<file path="config.mk">
export PLATFORM = sky130hd
export DESIGN_NAME = trig_event_filter
export DESIGN_NICKNAME = d
export VERILOG_FILES = /design/src/rtl/tef_pkg.sv /design/src/rtl/tef_bx_timer.sv /design/src/rtl/tef_accept_queue.sv /design/src/rtl/tef_match_fsm.sv /design/src/rtl/trig_event_filter.sv
export SDC_FILE = /design/constraint.sdc
export NUM_CORES = 1
export LEC_CHECK = 0
export BUFFER_PORTS_ARGS = -buffer_cell sky130_fd_sc_hd__buf_2
export CORE_MARGIN = 3
export CORE_UTILIZATION = 50
export DETAILED_ROUTE_END_ITERATION = 8
export GPL_TIMING_DRIVEN = 0
export PLACE_DENSITY = 0.68
export SYNTH_ARGS = -nofsm -noshare
export SYNTH_HDL_FRONTEND = slang
export SYNTH_SLANG_ARGS = --single-unit
</file>
<file path="constraint.sdc">
create_clock -name clk -period 5.41 [get_ports clk]
set_clock_uncertainty 0.05 [all_clocks]
set_input_delay 0.2705 -clock clk [delete_from_list [all_inputs] [get_ports clk]]
set_output_delay 0.2705 -clock clk [all_outputs]
set_load 0.01 [all_outputs]
</file>
<file path="src/rtl/tef_pkg.sv">
package tef_pkg;

    typedef enum logic [1:0] {
        ST_EMPTY  = 2'd0,
        ST_MATCH  = 2'd1,
        ST_RETIRE = 2'd2
    } tef_state_e;

    localparam int unsigned MAX_LATENCY = 40;

endpackage

</file>
<file path="src/rtl/tef_bx_timer.sv">
module tef_bx_timer #(
    parameter int unsigned CW = 12,
    parameter int unsigned LW = 6
) (
    input  logic          clk,
    input  logic          rst_n,
    input  logic          bx_tick,
    input  logic [LW-1:0] cfg_latency,
    output logic [CW-1:0] bx_now,
    output logic [CW-1:0] bx_lag
);
    import tef_pkg::*;

    localparam logic [LW-1:0] LAT_LIMIT = LW'(MAX_LATENCY);

    always_ff @(posedge clk) begin
        if (!rst_n) begin
            bx_now <= '0;
        end else if (bx_tick) begin
            bx_now <= bx_now + 1'b1;
        end
    end

    // Lagged crossing: the crossing an accept seen now refers to.
    assign bx_lag = bx_now - CW'(cfg_latency);

    AST_BX_STEP: assert property (@(posedge clk) disable iff (!rst_n)
        bx_tick |=> (bx_now == CW'($past(bx_now) + 1'b1)));
    AST_BX_HOLD: assert property (@(posedge clk) disable iff (!rst_n)
        !bx_tick |=> $stable(bx_now));

    always @(posedge clk) begin
        if (rst_n) begin
            AST_LAT_RANGE: assert (cfg_latency <= LAT_LIMIT);
        end
    end

endmodule

</file>
<file path="src/rtl/tef_accept_queue.sv">
module tef_accept_queue #(
    parameter int unsigned CW     = 12,
    parameter int unsigned EW     = 8,
    parameter int unsigned QDEPTH = 8
) (
    input  logic          clk,
    input  logic          rst_n,
    input  logic          push_req,
    input  logic [CW-1:0] push_bx,
    input  logic          pop,
    output logic [CW-1:0] head_bx,
    output logic [EW-1:0] head_evt,
    output logic          not_empty,
    output logic          ovf_pulse
);
    localparam int unsigned AW   = (QDEPTH > 1) ? $clog2(QDEPTH) : 1;
    localparam int unsigned CNTW = AW + 1;
    localparam logic [AW-1:0]   LAST_PTR = AW'(QDEPTH - 1);
    localparam logic [CNTW-1:0] FULL_CNT = CNTW'(QDEPTH);

    logic [CW-1:0]   slot_bx  [QDEPTH];
    logic [EW-1:0]   slot_evt [QDEPTH];
    logic [AW-1:0]   wr_ptr, rd_ptr;
    logic [CNTW-1:0] count;
    logic [EW-1:0]   evt_next;
    logic            full, do_push, do_pop;

    assign full      = (count == FULL_CNT);
    assign do_pop    = pop && (count != '0);
    assign do_push   = push_req && (!full || do_pop);
    assign not_empty = (count != '0);
    assign head_bx   = slot_bx[rd_ptr];
    assign head_evt  = slot_evt[rd_ptr];

    always_ff @(posedge clk) begin
        if (do_push) begin
            slot_bx[wr_ptr]  <= push_bx;
            slot_evt[wr_ptr] <= evt_next;
        end
    end

    always_ff @(posedge clk) begin
        if (!rst_n) begin
            wr_ptr    <= '0;
            rd_ptr    <= '0;
            count     <= '0;
            evt_next  <= '0;
            ovf_pulse <= 1'b0;
        end else begin
            ovf_pulse <= push_req && !do_push;
            if (push_req) begin
                evt_next <= evt_next + 1'b1;
            end
            if (do_push) begin
                wr_ptr <= (wr_ptr == LAST_PTR) ? '0 : wr_ptr + 1'b1;
            end
            if (do_pop) begin
                rd_ptr <= (rd_ptr == LAST_PTR) ? '0 : rd_ptr + 1'b1;
            end
            unique case ({do_push, do_pop})
                2'b10:   count <= count + 1'b1;
                2'b01:   count <= count - 1'b1;
                default: count <= count;
            endcase
        end
    end

    AST_NO_OVERFLOW: assert property (@(posedge clk) disable iff (!rst_n)
        count <= FULL_CNT);
    AST_FULL_DROP: assert property (@(posedge clk) disable iff (!rst_n)
        (push_req && full && !pop) |=> (ovf_pulse && count == $past(count)));
    AST_SWAP_KEEP: assert property (@(posedge clk) disable iff (!rst_n)
        (push_req && full && pop) |=> (!ovf_pulse && count == FULL_CNT));
    AST_EVT_STEP: assert property (@(posedge clk) disable iff (!rst_n)
        push_req |=> (evt_next == EW'($past(evt_next) + 1'b1)));
    AST_POP_NONEMPTY: assert property (@(posedge clk) disable iff (!rst_n)
        pop |-> not_empty);

endmodule

</file>
<file path="src/rtl/tef_match_fsm.sv">
module tef_match_fsm #(
    parameter int unsigned CW = 12,
    parameter int unsigned EW = 8,
    parameter int unsigned WW = 4,
    parameter int unsigned DW = 16
) (
    input  logic          clk,
    input  logic          rst_n,
    input  logic          in_valid,
    input  logic [CW-1:0] in_bx,
    input  logic [DW-1:0] in_data,
    input  logic [WW-1:0] cfg_window,
    input  logic [CW-1:0] bx_lag,
    input  logic          q_not_empty,
    input  logic [CW-1:0] head_bx,
    input  logic [EW-1:0] head_evt,
    output logic          in_ready,
    output logic          pop,
    output logic          out_valid,
    output logic          out_eoe,
    output logic [CW-1:0] out_bx,
    output logic [DW-1:0] out_data,
    output logic [EW-1:0] out_evt
);
    import tef_pkg::*;

    tef_state_e st, nxt;

    logic [CW-1:0]      d_head_u, d_lag_u, d_out_u;
    logic signed [CW:0] d_head, d_lag, d_out, w_pos, w_neg;
    logic               late, early, stale, fwd;

    // Signed modulo distances (survive counter wraparound)
    assign d_head_u = in_bx - head_bx;
    assign d_lag_u  = bx_lag - in_bx;
    assign d_head   = $signed({d_head_u[CW-1], d_head_u});
    assign d_lag    = $signed({d_lag_u[CW-1], d_lag_u});
    assign w_pos    = $signed({{(CW+1-WW){1'b0}}, cfg_window});
    assign w_neg    = -w_pos;
    assign late     = d_head > w_pos;
    assign early    = d_head < w_neg;
    assign stale    = d_lag > w_pos;

    always_ff @(posedge clk) begin
        if (!rst_n) begin
            st <= ST_EMPTY;
        end else begin
            st <= nxt;
        end
    end

    always_comb begin
        nxt      = st;
        in_ready = 1'b0;
        pop      = 1'b0;
        fwd      = 1'b0;
        unique case (st)
            ST_EMPTY: begin
                if (q_not_empty) begin
                    nxt = ST_MATCH;
                end else if (in_valid && stale) begin
                    in_ready = 1'b1;
                end
            end
            ST_MATCH: begin
                if (!q_not_empty) begin
                    nxt = ST_EMPTY;
                end else if (in_valid) begin
                    if (late) begin
                        nxt = ST_RETIRE;
                    end else begin
                        in_ready = 1'b1;
                        fwd      = !early;
                    end
                end
            end
            ST_RETIRE: begin
                pop = 1'b1;
                nxt = ST_MATCH;
            end
            default: nxt = ST_EMPTY;
        endcase
    end

    always_ff @(posedge clk) begin
        if (!rst_n) begin
            out_valid <= 1'b0;
            out_eoe   <= 1'b0;
            out_bx    <= '0;
            out_data  <= '0;
            out_evt   <= '0;
        end else begin
            out_valid <= 1'b0;
            if (st == ST_RETIRE) begin
                out_valid <= 1'b1;
                out_eoe   <= 1'b1;
                out_bx    <= head_bx;
                out_data  <= '0;
                out_evt   <= head_evt;
            end else if (fwd) begin
                out_valid <= 1'b1;
                out_eoe   <= 1'b0;
                out_bx    <= in_bx;
                out_data  <= in_data;
                out_evt   <= head_evt;
            end
        end
    end

    assign d_out_u = out_bx - head_bx;
    assign d_out   = $signed({d_out_u[CW-1], d_out_u});

    AST_RETIRE_MARK: assert property (@(posedge clk) disable iff (!rst_n)
        (st == ST_RETIRE) |=> (out_valid && out_eoe && out_evt == $past(head_evt)
                               && out_bx == $past(head_bx)));
    AST_HIT_IN_WINDOW: assert property (@(posedge clk) disable iff (!rst_n)
        (out_valid && !out_eoe) |-> (d_out <= w_pos && d_out >= w_neg));
    AST_EMPTY_SILENT: assert property (@(posedge clk) disable iff (!rst_n)
        (st == ST_EMPTY) |=> !out_valid);
    AST_RETIRE_HOLDS: assert property (@(posedge clk) disable iff (!rst_n)
        (st == ST_RETIRE) |-> !in_ready);

endmodule

</file>
<file path="src/rtl/trig_event_filter.sv">
module trig_event_filter #(
    parameter int unsigned CW     = 12,
    parameter int unsigned EW     = 8,
    parameter int unsigned QDEPTH = 8,
    parameter int unsigned LW     = 6,
    parameter int unsigned WW     = 4,
    parameter int unsigned DW     = 16
) (
    input  logic          clk,
    input  logic          rst_n,
    input  logic          bx_tick,
    input  logic          l1_accept,
    input  logic [LW-1:0] cfg_latency,
    input  logic [WW-1:0] cfg_window,
    input  logic          in_valid,
    input  logic [CW-1:0] in_bx,
    input  logic [DW-1:0] in_data,
    output logic          in_ready,
    output logic          out_valid,
    output logic          out_eoe,
    output logic [CW-1:0] out_bx,
    output logic [DW-1:0] out_data,
    output logic [EW-1:0] out_evt,
    output logic          ovf_pulse
);
    logic [CW-1:0] bx_now, bx_lag, head_bx;
    logic [EW-1:0] head_evt;
    logic          q_not_empty, pop;

    tef_bx_timer #(.CW(CW), .LW(LW)) u_timer (
        .clk         (clk),
        .rst_n       (rst_n),
        .bx_tick     (bx_tick),
        .cfg_latency (cfg_latency),
        .bx_now      (bx_now),
        .bx_lag      (bx_lag)
    );

    tef_accept_queue #(.CW(CW), .EW(EW), .QDEPTH(QDEPTH)) u_queue (
        .clk       (clk),
        .rst_n     (rst_n),
        .push_req  (l1_accept),
        .push_bx   (bx_lag),
        .pop       (pop),
        .head_bx   (head_bx),
        .head_evt  (head_evt),
        .not_empty (q_not_empty),
        .ovf_pulse (ovf_pulse)
    );

    tef_match_fsm #(.CW(CW), .EW(EW), .WW(WW), .DW(DW)) u_fsm (
        .clk         (clk),
        .rst_n       (rst_n),
        .in_valid    (in_valid),
        .in_bx       (in_bx),
        .in_data     (in_data),
        .cfg_window  (cfg_window),
        .bx_lag      (bx_lag),
        .q_not_empty (q_not_empty),
        .head_bx     (head_bx),
        .head_evt    (head_evt),
        .in_ready    (in_ready),
        .pop         (pop),
        .out_valid   (out_valid),
        .out_eoe     (out_eoe),
        .out_bx      (out_bx),
        .out_data    (out_data),
        .out_evt     (out_evt)
    );

    AST_MARK_AFTER_POP: assert property (@(posedge clk) disable iff (!rst_n)
        pop |=> (out_valid && out_eoe));
    AST_OVF_ONLY_ON_ACCEPT: assert property (@(posedge clk) disable iff (!rst_n)
        ovf_pulse |-> $past(l1_accept));

endmodule

</file>
======== After elaboration in Yosys (flattened, before gate mapping) ========
Memory sizes are Yosys's and may differ from the RTL's. A register that Yosys moved wholly into a read port is not among the register bits.
Cells that the tools add are included.
cells by class
  add/subtract/negate cells ............... 10
  $lt $le $gt $ge ......................... 3
  equal/unequal tests ..................... 10
  mux-type cells .......................... 33
  bitwise operators ....................... 1
  reductions and logical operators ........ 14
operators with widths
  cell                                                  number
  > comparator 12 x 5 -> 1 bit                          2
  two-way mux 12 bit                                    2
  subtractor 12 bit                                     2
  two-way mux 3 bit                                     6
  two-way mux 1 bit                                     16
  two-way mux 8 bit                                     2
  less-than comparator 12 x 13 -> 1 bit                 1
  negator 4 -> 13 bit                                   1
  adder 12 x 1 -> 12 bit (second input constant)        1
  subtractor 12 x 6 -> 12 bit                           1
  adder 8 x 1 -> 8 bit (second input constant)          1
  two-way mux 2 bit                                     4
  one-hot mux 4 bit (2 select lines)                    1
  adder 3 x 1 -> 3 bit (second input constant)          2
  equality test 3 bit (second input constant)           2
  != test 3 bit (second input constant)                 2
  one-hot mux 2 bit (3 select lines)                    1
  adder 4 x 1 -> 4 bit (second input constant)          1
  equality test 2 x 1 -> 1 bit (second input constant)  2
  equality test 2 bit (second input constant)           2
  equality test 4 bit (second input constant)           1
  logical AND 1 bit                                     4
  nonzero test 2 bit                                    2
  nonzero test 4 bit                                    1
  9 further kinds                                       11
storage, ports and cells
  flip-flop bits (word level) ............. 71
  bits in writable memories ............... 160
  input port bits ......................... 43
  output and inout bits ................... 40
  word-level logic and storage cells ...... 85
  memories ................................ 2
memory list
  name              depth  width  read ports  clocked after memory_dff  write ports  line                    text
  u_queue.slot_bx   8      12     1           1                         1            tef_accept_queue.sv:21  logic [CW-1:0] slot_bx [QDEPTH];
  u_queue.slot_evt  8      8      1           1                         1            tef_accept_queue.sv:22  logic [EW-1:0] slot_evt [QDEPTH];

======== Logic depth before layout (Yosys ltp) ========
Gate-level depths: netlist (run 1).
  word-level depth ........................ 9
  depth in mapped cells ................... 21
  mapped depth without buffers ............ 20

======== By module ========
A second synthesis (run 1) with hierarchy kept.
second synthesis, totals
  cells, all modules ...................... 847
  area, all modules ....................... 11,223.3 um^2
by module, submodules not included
  module            times used  cells an instance  area each (um^2)  sequential area each (um^2)
  tef_accept_queue  1           358                7,154.4           5,245.0
  tef_match_fsm     1           362                3,071.7           800.8
  tef_bx_timer      1           127                997.2             240.2

======== Worst setup path before layout (run 1) ========
Ideal clock, no wire load.
  path type ............................... register to register
  start point ............................. reg with a tool-made name
  end point ............................... reg u_fsm.out_bx[11]
  library setup time ...................... 0.119 ns
  arrival ................................. 4.808 ns
  required time ........................... 5.241 ns
  setup slack ............................. 0.433 ns
  stages on the path, launching flop included .. 19
  buffers on the path ..................... 2
  clock period less this slack ............ 4.977 ns
  cells stage by stage .................... dfxtp_1 -> buf_1 -> mux4_2 -> mux2i_1 -> ha_1 -> nor2b_1 -> o31ai_1 -> a21oi_1 -> a21oi_1 -> xnor2_1 -> ha_1 -> or3b_2 -> a211o_1 -> a211oi_1 -> nor2_1 -> a22oi_2 -> nand2_1 -> buf_2 -> o221a_2
RTL lines
  what                    line                  text
  end signal: assignment  tef_match_fsm.sv:103  out_bx <= in_bx;
  end: declaration        tef_match_fsm.sv:21   output logic [CW-1:0] out_bx,

==> results of run 1 <==
-- placed cells by master, fill, tap and decap left out, types with 24 or more instances in the layout --
cell type,instances
ha_1,58
mux2i_1,37
dfxtp_1,72
a21oi_1,29
inv_1,43
xnor2_1,24
clkbuf_1,26
nor2_1,37
clkbuf_16,25
nand2_1,41
mux4_2,40
buf_2,85
edfxtp_1,160
-- logic make-up (layout without fill, tap and decap cells) --
group / count (synthesis) / count (layout) / share of synthesized area (%)
AO/OA/AOI/OAI: 136 / 136 / 8.77
XOR/XNOR: 39 / 39 / 3.28
adder cells (fa/ha/maj): 62 / 62 / 7.29
buffers and inverters: 74 / 235 / 2.70
flip-flops: 234 / 234 / 56.9
multiplexers: 81 / 81 / 11.9
AND/OR/NAND/NOR: 195 / 195 / 9.17
-- final timing paths --
path                                         end  cells after the start  slack, ps             start
worst min-delay path             u_fsm.out_bx[5]                      2         30          in_bx[5]
worst max-delay path             u_fsm.out_bx[4]                     21        240         flip-flop
worst max register to register   u_fsm.out_bx[4]                     21        240         flip-flop
worst min register to register  u_fsm.out_evt[2]                      2        400  u_fsm.out_evt[2]
-- timing repair --
item / CTS / global route
pin swaps: 0 / 1
hold buffers: 18 / 0
gates resized for setup: 18 / 18
hold endpoints to repair: 18 / 0
endpoints found under the setup margin: 39 / 39
cloned: 0 / 0
-- flip-flops by register name, indices dropped and copies added (netlist names), 3 cells and up, named ones only --
signal,cells
u_fsm.out_bx,12
u_timer.bx_now,12
u_queue.wr_ptr,3
u_queue.slot_bx,96
u_queue.rd_ptr,3
u_queue.count,4
u_queue.evt_next,8
u_fsm.out_evt,8
u_queue.slot_evt,64
u_fsm.out_data,16
-- metal layers --
metal	wire length [µm]	track usage [%]	vias to the layer above
li1	-	-	3394
met1	11000	27.9	3416
met2	11400	33.5	190
met3	1490	3.55	34
met4	414	5.00	0
met5	0	0	-
-- worst max-delay path, delay by kind of cell, from the launching register on --
kind | cells | cell delay, ps
buffers and inverters | 4 | 760
xor gates and xnor gates | 1 | 140
DFF | 1 | 380
and+or+nand+nor | 5 | 900
muxes | 2 | 770
AOI/OAI and AO/OA | 7 | 1450
adders and majority gates | 2 | 580
-- power breakdown --
part | internal [mW] | total (mW) | switching, mW
clock network | 0.963 | 1.65 | 0.687
logic | 0.200 | 0.460 | 0.260
registers | 1.95 | 1.97 | 0.0203
total | 3.12 | 4.08 | 0.967
-- final cells by class --
| class | count | share of cell area (%) |
|---|---|---|
| clock inverter | 11 | 1.02 |
| sequential | 234 | 47.9 |
| buffer | 31 | 1.34 |
| clock buffer | 35 | 5.05 |
| multi-input combinational | 513 | 34.9 |
| timing repair buffer | 115 | 5.89 |
| inverter | 43 | 1.23 |
| tap | 275 | 2.62 |
-- through the flow --
| stage | power (mW) | std cells | instance area, µm² |
|---|---|---|---|
| after detailed placement | 2.45 | 1193 | 12000 |
| after floorplan | 2.32 | 821 | 11000 |
| after CTS | 4.11 | 1257 | 13000 |
| final | 4.08 | 1257 | 13100 |
| after global placement | 2.44 | 1176 | 11800 |
| after global routing | 4.25 | 1257 | 13100 |
==> results.md, run 1 <==
- Max-slew violations: 0
- Pwr per Cell Area: ~310 mW/mm²
- Fin util: 61.5%
- Synth cell types: 68
- Hold Crit Class: in -> reg
- Die X: 155 µm
- Slew margin rel.: 30.1%
- Top cells by count, synth: 160 x edfxtp_1, 74 x dfxtp_1, 58 x ha_1
- CTS max path bufs: 3
- Max_cap viols: 0
- EDFF count, synth: 160
- RSZ-0062 raised after global routing: no
- Crit Path Max Fanout: 10
- Gate Count Post-Synth: 821
- Flops & latches, synth: 234
- Total length of routed wires: about 24 mm
- Initial antenna violation count: 3
- Avg Synthesized Cell Area: 13.5 µm²
- First-pass GRT wire length: 38.1 mm
- Worst Max-Slew Pin Slew: around 1000 ps
- Clock Latency Late Sink: ~530 ps
- Placement Setup Slack: -639 ps
- 1st-iter DRT viols: 356
- Mapped Nets: 926
- Vias/cell: between 5 and 6
- Post-route ant nets: 0
- Final WS setup: 243 ps
- Clock sinks: 234
- Core ar.: 0.0214 mm²
- Worst setup EP type: flip-flop
- Wirelength per Cell: 19.3 µm
- Layout area overhead: 18.8%
- Register area: 0.00629 mm²
- CTS tree: done
- Setup CP Type: reg -> reg
- Critical path's slowest cell: mux4_2
- FP Rows: 53
- Top Ports: 83
- Die H: 155 µm
- Area leader, netlist: edfxtp_1
- H-tree depth: 1
- Setup bufs post-CTS: 0
- Final setup violation count: 0
- Final Net Count: 1068
- Fmax: 194 MHz
- Area occupied by multi-input gates: 0.00458 mm²
- Share of cells above drive strength 1: 22.9%
- Top cells by area, synth: edfxtp_1 43%, dfxtp_1 13%, mux4_2 8.2%, ha_1 6.6%, mux2i_1 3.6%
- Initial core utilization: around half
- Area share of the largest cell type after synthesis: 43.5%
- Worst hold slack: 29.9 ps
- Die area: 0.0239 mm²
- Vias in the first global route: roughly 7000
- Clk pin slew, worst setup/hold paths: 60 ps
- Pin count of the biggest net entering global routing: 15
- Run status: completed
- Hold Vio Cnt, Final: 0
- Post-synthesis cell area: between 0.01 and 0.015 mm²
- Pre-Repair DR Iteration Count: 4
- CTS buffer count: 25
- Overflow after GRT: 0
- Startpoint Class: flip-flop
- Routed via count: 7034
- Global-route usage over all layers: approximately 20%
- Leakage: 5.18 nW
- Ant. Diodes: 0
- WP data arrival: 5530 ps
- Sequential share of the synthesized area: 56.9%
- Drc violations: 0
- Synth async-reset ratio: 0%
- Port Buf Inserts: 80
- Layout fillers: 1632
- Worst path cell trace: buf_8 > buf_8 > mux4_2 > mux2i_4 > ha_1 > clkbuf_1 > nand2_1 > o21ai_0 > a31o_2 > a21oi_2 > xnor2_2 > ha_1 > or3b_2 > a211o_1 > a21oi_1 > or3_1 > nor2_1 > a22oi_2 > nand2_1 > buf_2 > o221a_2
- Post-layout min period: between 5000 and 6000 ps
- Setup TNS: 0 ps
- Slowest stage delay, CP: 550 ps
- Root buffer cell: clkbuf_16
- CP required: just under 6000 ps
- VDD IR max: 0.224 mV
- Synth warnings: 0
- DP HPWL: between 15 and 20 mm
- Tcrit/Tclk final: 95.5%
- Post-synth top flop: edfxtp_1
- Most frequent cell after synthesis: edfxtp_1
- Placer Congestion: 0.820
Power figures use the tool's default switching activity.
==> inputs of run 2 (changes only) <==
Settings changed: CORE_MARGIN 3 to 1.5, PLACE_DENSITY 0.68 to 0.71.
Clock period 5.41 ns to 4.2 ns, I/O delays scaled along.
==> run 2 against run 1 <==
The run now ends with negative setup slack left; sequential power grew 29%; combinational power grew 54%; first-iteration DRC count grew 34%; critical endpoint is now u_fsm.out_bx[2]; via count grew 6.5%; sequential share of layout area shrank 3.4 points; cell area grew 7.6%.
==> results.md, run 2 (synthesis gave the netlist of run 1 again) <==
- Pint: 4.10 mW (+32%)
- Power, Total: 5.36 mW (+31%)
- CP required: 4560 ps (-1210 ps)
- Max_cap viols: 0 (unchanged)
- Final WS setup: -632 ps (-875 ps)
- Wirelength per Cell: 20.1 µm (+4.3%)
- Vias/cell: 5.74 (+2.6%)
- Pwr per Cell Area: 380 mW/mm² (+22%)
- Register share of total power: 47.5% (-0.8 points)
- Slowest stage delay, CP: 430 ps (-120 ps)
- Placer Congestion: 0.821 (+0.12%)
- Max-slew violations: 0 (unchanged)
- Final setup violation count: 39 (+39)
- Run status: finished with violations
- Fmax: 207 MHz (+6.9%)
- Placement Setup Slack: -1020 ps (-377 ps)
- RSZ-0062 raised after global routing: yes
- Overflow after GRT: 0 (unchanged)
- Global-route usage over all layers: 22.7% (+2.5 points)
- Slew margin rel.: 34.1% (+4.0 points)
- FP Rows: 54 (+1.9%)
- Pin count of the biggest net entering global routing: 16 (+1)
- Post-layout min period: 4830 ps (-335 ps)
- First-pass GRT wire length: 39.1 mm (+2.5%)
- Max reg flops: 96 (unchanged)
- Clock power share: 39.3% (-1.1 points)
- Hold Crit Class: in -> reg
- Total length of routed wires: 26.2 mm (+8.2%)
- Pre-Repair DR Iteration Count: 4 (unchanged)
- Layout area overhead: 27.9%
- Hold path depth: 2 (unchanged)
- Port Buf Inserts: 80 (unchanged)
- Startpoint Class: flip-flop
- Hold Vio Cnt, Final: 0 (unchanged)
- Initial antenna violation count: 0 (-3)
- Worst path cell trace: bufbuf_16 > mux4_2 > mux2_4 > ha_4 > inv_2 > fa_2 > a21o_1 > a22oi_2 > a211oi_2 > or3_4 > nand2_4 > inv_4 > ha_4 > a211o_1 > a211oi_2 > nor2_1 > a22oi_2 > buf_6 > nand2_8 > buf_6 > o221a_4
- Clock Latency Late Sink: 520 ps (about the same)
- Core ar.: 0.0218 mm² (+1.9%)
- Top Ports: 83 (unchanged)
- Crit Path Max Fanout: 5 (-5)
- Die X: 152 µm (-1.9%)
- Setup CP Type: reg -> reg
- DP HPWL: 17.1 mm (-1.5%)
- Failing checks: negative setup slack
- Routed via count: 7489 (+6.5%)
- CTS tree: done
- NetSw: 1.26 mW (+30%)
- Post-route ant nets: 0 (unchanged)
- Clock sinks: 234 (unchanged)
- Critical path's slowest cell: or3_4
- Most frequent cells in the layout: 160 x edfxtp_1, 82 x buf_2, 72 x dfxtp_1
- Logic gate share of total power: 13.2% (+1.9 points)
- Worst setup EP type: flip-flop
- VDD IR max: 0.302 mV (+35%)
- Vias in the first global route: 7204 (+1.4%)
- Leakage: 5.49 nW (+6.1%)
- Die H: 152 µm (-1.9%)
- Sw frac: 23.4% (-0.23 points)
- CTS buffer count: 25 (unchanged)
- Share of cells above drive strength 1: 30.5% (+7.6 points)
- Worst Max-Slew Pin Slew: 980 ps (-66.0 ps)
- Final Net Count: 1110 (+3.9%)
- Ant. Diodes: 0 (unchanged)
- Largest reg by FF count: u_queue.slot_bx
- Reg2Reg Depth: 21 (unchanged)
- 1st-iter DRT viols: 476 (+34%)
- Tcrit/Tclk final: 115% (+20 points)
- Initial core utilization: 50.8% (-0.96 points)
- Top Registers: u_queue.slot_bx x96, u_queue.slot_evt x64, u_fsm.out_data x16
- H-tree depth: 1 (unchanged)
- Drc violations: 0 (unchanged)
- Root buffer cell: clkbuf_16
- Die area: 0.0230 mm² (-3.8%)
- CTS max path bufs: 3 (unchanged)
- WP data arrival: 5190 ps (-340 ps)
- Layout fillers: 1530 (-6.3%)
- Commonest non-fill, non-tap cell in the layout: edfxtp_1
- Clk pin slew, worst setup/hold paths: 60 ps (about the same)
## run 2: power by group through the flow
stage	clock network, mW	registers (mW)	logic, mW
finish	2.11	2.54	0.709
global route	2.23	2.55	0.782
CTS	2.13	2.54	0.654
detailed placement	0	2.59	0.581
global placement	0	2.59	0.557
floorplan	0	2.59	0.409
## run 2: path summary, 6_finish.rpt
check / endpoint / startpoint / slack (ps)
worst max register to register: u_fsm.out_bx[2] / flip-flop / -630
worst min register to register: u_fsm.out_evt[6] / u_fsm.out_evt[6] / 410
worst max-delay path: u_fsm.out_bx[2] / flip-flop / -630
worst min-delay path: u_fsm.out_bx[4] / in_bx[4] / 30
## run 2: per-layer routing
layer / vias up / track usage [%] / part of all wire (%)
met5: - / 0 / 0
met4: 0 / 5.82 / 2.1
met3: 41 / 4.10 / 6.0
met2: 229 / 37.8 / 49
met1: 3740 / 30.8 / 43
li1: 3479 / - / -
## run 2: what timing repair did
| item | CTS | global route |
|---|---|---|
| setup buffers | 15 | 15 |
| endpoints found under the hold margin | 27 | 0 |
| hold buffers | 27 | 0 |
| pin swaps | 8 | 30 |
| gates cloned | 4 | 1 |
| setup endpoints to repair | 41 | 40 |
| gates resized for setup | 70 | 49 |
## run 2: worst max-delay path, delay by kind of cell (launching register included)
kind | cells | cell delay [ps]
AOI/OAI and AO/OA | 7 | 1610
adders and majority gates | 3 | 750
buffers and inverters | 5 | 700
and+or+nand+nor | 4 | 690
muxes | 2 | 510
DFF | 1 | 390
## run 2: area by class of cell
| type | count | area (µm²) | area share (%) |
|---|---|---|---|
| Buffer | 30 | 260 | 1.84 |
| Clock buffer | 36 | 687 | 4.86 |
| Clock inverter | 10 | 105 | 0.744 |
| Inverter | 43 | 164 | 1.16 |
| Multi-Input combinational cell | 513 | 5090 | 36.1 |
| Sequential cell | 234 | 6290 | 44.5 |
| Tap cell | 280 | 350 | 2.48 |
| Timing Repair Buffer | 158 | 1170 | 8.30 |
## run 2: stage by stage
step / setup TNS (ps) / hold WS (ps) / util (%) / std cells / cell area, µm²
2_1_floorplan: -3200 / 304 / - / 821 / 11200
3_3_place_gp: -157570 / 390 / 54.8 / 1181 / 11900
3_5_place_dp: -36820 / 403 / 55.8 / 1199 / 12100
4_1_cts: -19110 / 3.22 / 63.2 / 1291 / 13800
5_1_grt: -27380 / 17.2 / 64.9 / 1304 / 14100
6_report: -22390 / 34.2 / 64.9 / 1304 / 14100
==> inputs of run 3 (changes only) <==
Settings changed: CORE_MARGIN 1.5 to default, SYNTH_HIERARCHICAL from default to 1.
==> run 3 against run 2 <==
The flow still finishes with violations (negative setup slack); sequential cell count is the same; via count shrank 0.60%; hold slack lost 17 ps; power shrank 0.26%; maximum frequency grew 5.2%; cell count grew 1.5%; wire length shrank 5.1%; largest cell class unchanged.
==> results.md, run 3 <==
- Hold path depth: 3 (+1)
- Tcrit/Tclk final: 109% (-5.7 points)
- H-tree depth: 1 (unchanged)
- Flops & latches, synth: 234 (unchanged)
- Simple-gate area share of the yosys netlist: 9.46% (+0.29 points)
- Total length of routed wires: 24.9 mm (-5.1%)
- Top cells by area, synth: edfxtp_1 43%, dfxtp_1 13%, mux4_2 8.0%, ha_1 6.5%, mux2i_1 3.7%
- Met2 WL post-DR: 12.2 mm (-5.0%)
- Clk pin slew, worst setup/hold paths: 60 ps (about the same)
- Top Ports: 83 (unchanged)
- Max reg flops: 96 (unchanged)
- Most frequent cells in the layout: 160 x edfxtp_1, 85 x buf_2, 73 x dfxtp_1
- Overflow after GRT: 0 (unchanged)
- Hold EP: u_fsm/out_bx[3]
- Worst Max-Slew Pin Slew: 939 ps (-41.0 ps)
- Pre-Repair DR Iteration Count: 5 (+1)
- Final WS setup: -395 ps (+238 ps)
- Die X: 152 µm (+0.12%)
- Final setup violation count: 39 (unchanged)
- DP HPWL: 16.2 mm (-5.0%)
- Run status: finished with violations
- Mux contribution to synthesized area: 13.7% (+1.8 points)
- Root buffer cell: clkbuf_16
- CP required: 4550 ps (about the same)
- FP Rows: 54 (unchanged)
- Area leader, netlist: edfxtp_1
- Uppermost layer routed: met4
- Most frequent cell after synthesis: edfxtp_1
- CTS max path bufs: 3 (unchanged)
- CTS tree: done
- Worst hold slack: 17.2 ps (-17.0 ps)
- Pin count of the biggest net entering global routing: 16 (unchanged)
- Clock sinks: 234 (unchanged)
- Reg2Reg Depth: 22 (+4.8%)
- Placement Setup Slack: -685 ps (+332 ps)
- Die area: 0.0230 mm² (+0.24%)
- Top Registers: u_queue/slot_bx x96, u_queue/slot_evt x64, u_fsm/out_data x16
- Global-route usage over all layers: 21.4% (-1.3 points)
- Post-synth top flop: edfxtp_1
- Port Buf Inserts: 81 (+1.3%)
- Leakage: 5.51 nW (+0.35%)
- Synth cell types: 66 (-2.9%)
- Ant. Diodes: 0 (unchanged)
- Hold Crit Start: in_bx[3]
- Hold Crit Class: in -> reg
- Synth warnings: 6 (+6)
- Largest family of logic cells by synthesized area: multiplexers
- Max-slew violations: 0 (unchanged)
- Mapped Nets: 952 (+2.8%)
- Layout area overhead: 24.2%
- Pwr per Cell Area: 384 mW/mm² (+1.0%)
- Area share of the largest cell type after synthesis: 42.8% (-0.68 points)
- Clock Latency Late Sink: 520 ps (about the same)
- Synth async-reset ratio: 0% (unchanged)
- Post-synthesis cell area: 0.0112 mm² (+1.6%)
- Startpoint Class: flip-flop
- Placer Congestion: 0.887 (+8.1%)
- Initial antenna violation count: 0 (unchanged)
- Final Net Count: 1131 (+1.9%)
- Top cells by count, synth: 160 x edfxtp_1, 74 x dfxtp_1, 58 x ha_1
- Critical path's slowest cell: mux4_2
- Commonest non-fill, non-tap cell in the layout: edfxtp_1
- Fin util: 63.7% (-1.2 points)
- CTS buffer count: 24 (-4.0%)
- Max_cap viols: 0 (unchanged)
- Vias in the first global route: 7380 (+2.4%)
- RSZ-0062 raised after global routing: yes
- First-pass GRT wire length: 39.0 mm (about the same)
- Met1 Wirelength: 11.0 mm (-2.3%)
- Met3 routed WL: 1.27 mm (-19%)
- Setup TNS: -12070 ps (+10320 ps)
- Post-layout min period: 4590 ps (-238 ps)
- Worst setup EP type: flip-flop
- Die H: 152 µm (+0.12%)
- Slowest stage delay, CP: 500 ps (+70 ps)
- Vias/cell: 5.62 (-2.1%)
- Setup CP Type: reg -> reg
- CP delay by family, top: compound AO/OA/AOI/OAI gates
- Slew margin rel.: 37.3% (+3.2 points)
- Initial core utilization: 51.3% (+0.49 points)
- Post-route ant nets: 0 (unchanged)
- Complex-gate fraction of the synthesized area: 8.17% (-0.59 points)
- Worst Path Buf+Inv: 5 (unchanged)
- Drc violations: 0 (unchanged)
- Post-Synth Adder-Cell Area: 7.18% (-0.11 points)
- Share of cells above drive strength 1: 28.9% (-1.5 points)
- Worst path cell trace: buf_12 > mux4_2 > mux2_4 > inv_4 > ha_4 > nor2b_4 > o31a_1 > buf_4 > o21ai_4 > a31o_4 > xnor2_4 > ha_1 > and4_1 > o21ai_2 > a21oi_2 > nor2_2 > a2111oi_2 > o21ai_2 > buf_4 > and2_4 > buf_8 > mux2i_2
- Reg2Reg Setup Slack: -390 ps (+240 ps)
- Largest reg by FF count: u_queue/slot_bx
- Fmax: 218 MHz (+5.2%)
- Avg Synthesized Cell Area: 13.3 µm² (-1.5%)
- Synth Area in XOR/XNOR: 2.50% (-0.79 points)
- WP data arrival: 4940 ps (-250 ps)
- Crit Path Max Fanout: 8 (+3)
- Wirelength per Cell: 18.8 µm (-6.5%)
- 1st-iter DRT viols: 454 (-4.6%)
- EDFF count, synth: 160 (unchanged)
- Failing checks: negative setup slack
- Sequential share of the synthesized area: 56.0% (-0.89 points)
- VDD IR max: 0.271 mV (-10%)
- Routed via count: 7444 (-0.60%)
- Gate Count Post-Synth: 847 (+3.2%)
- Hold Vio Cnt, Final: 0 (unchanged)
- Core ar.: 0.0219 mm² (+0.62%)
- RR Endpoint: u_fsm/out_evt[0]
[run 3: cell types whose count changed after synthesis, sizes merged, moves of 9 or more]
cell,previous run,this run
o21ai,23,43
mux2,1,20
o221a,11,0
a21boi,18,9
a21oi,30,39
xnor2,27,18
[run 3: final cells by class]
class                           instances  area, µm²
Clock inverter                         10        145
Buffer                                 31        214
Tap cell                              280        350
Clock buffer                           34        648
Multi-Input combinational cell        532       4940
Timing Repair Buffer                  154       1170
Sequential cell                       234       6290
Fill cell                            1575       7950
Inverter                               49        186
[run 3: report_power, final]
part | total, mW | switching [mW] | leakage, nW | internal, mW
logic | 0.670 | 0.351 | 3.05 | 0.319
registers | 2.54 | 0.0293 | 2.08 | 2.51
clock network | 2.14 | 0.867 | 0.381 | 1.27
total | 5.35 | 1.25 | 5.51 | 4.10
[run 3: layer usage]
| metal | up-vias | global-route usage [%] |
|---|---|---|
| li1 | 3562 | - |
| met1 | 3616 | 28.8 |
| met2 | 227 | 36.5 |
| met3 | 39 | 2.60 |
| met4 | 0 | 6.19 |
| met5 | - | 0 |
[run 3: logic make-up (layout without fill, tap and decap cells)]
kind of cell             after synthesis  count (layout)
adder cells (fa/ha/maj)               62              62
AND/OR/NAND/NOR                      195             195
AO/OA/AOI/OAI                        142             142
XOR/XNOR                              32              32
multiplexers                         101             101
flip-flops                           234             234
buffers and inverters                 81             278
[run 3: how the worst max path moves through the flow]
stage	start	to	slack (ps)	cells after the start
after floorplan	flip-flop	u_fsm/out_data[10]	1	22
after CTS	flip-flop	in_ready	-700	17
after detailed placement	flip-flop	u_fsm/out_data[10]	-680	22
final	flip-flop	u_fsm/out_evt[0]	-390	22
after global placement	u_fsm/st[0]	u_queue/slot_evt[0][6]	-1390	6
after global routing	u_timer/bx_now[0]	in_ready	-590	16
[run 3: tightest hold or removal path, cell delays in order]
cell	delay, ps
buf_2	120
mux2i_1	80
a21oi_1	130
[run 3: repair_timing]
| item | in CTS | in global routing |
|---|---|---|
| setup endpoints to repair | 41 | 40 |
| buffers inserted | 23 | 13 |
| hold endpoints to repair | 26 | 0 |
| gates cloned | 4 | 0 |
| pin swaps | 29 | 27 |
| gates resized for setup | 39 | 38 |
| hold buffers | 26 | 0 |
[run 3: through the flow]
| step | cells | cell area, µm² | power, mW |
|---|---|---|---|
| 3_3_place_gp | 1208 | 12100 | 3.11 |
| 3_5_place_dp | 1222 | 12300 | 3.14 |
| 2_1_floorplan | 847 | 11300 | 2.97 |
| 6_report | 1324 | 13900 | 5.35 |
| 4_1_cts | 1317 | 13700 | 5.34 |
| 5_1_grt | 1324 | 13900 | 5.55 |
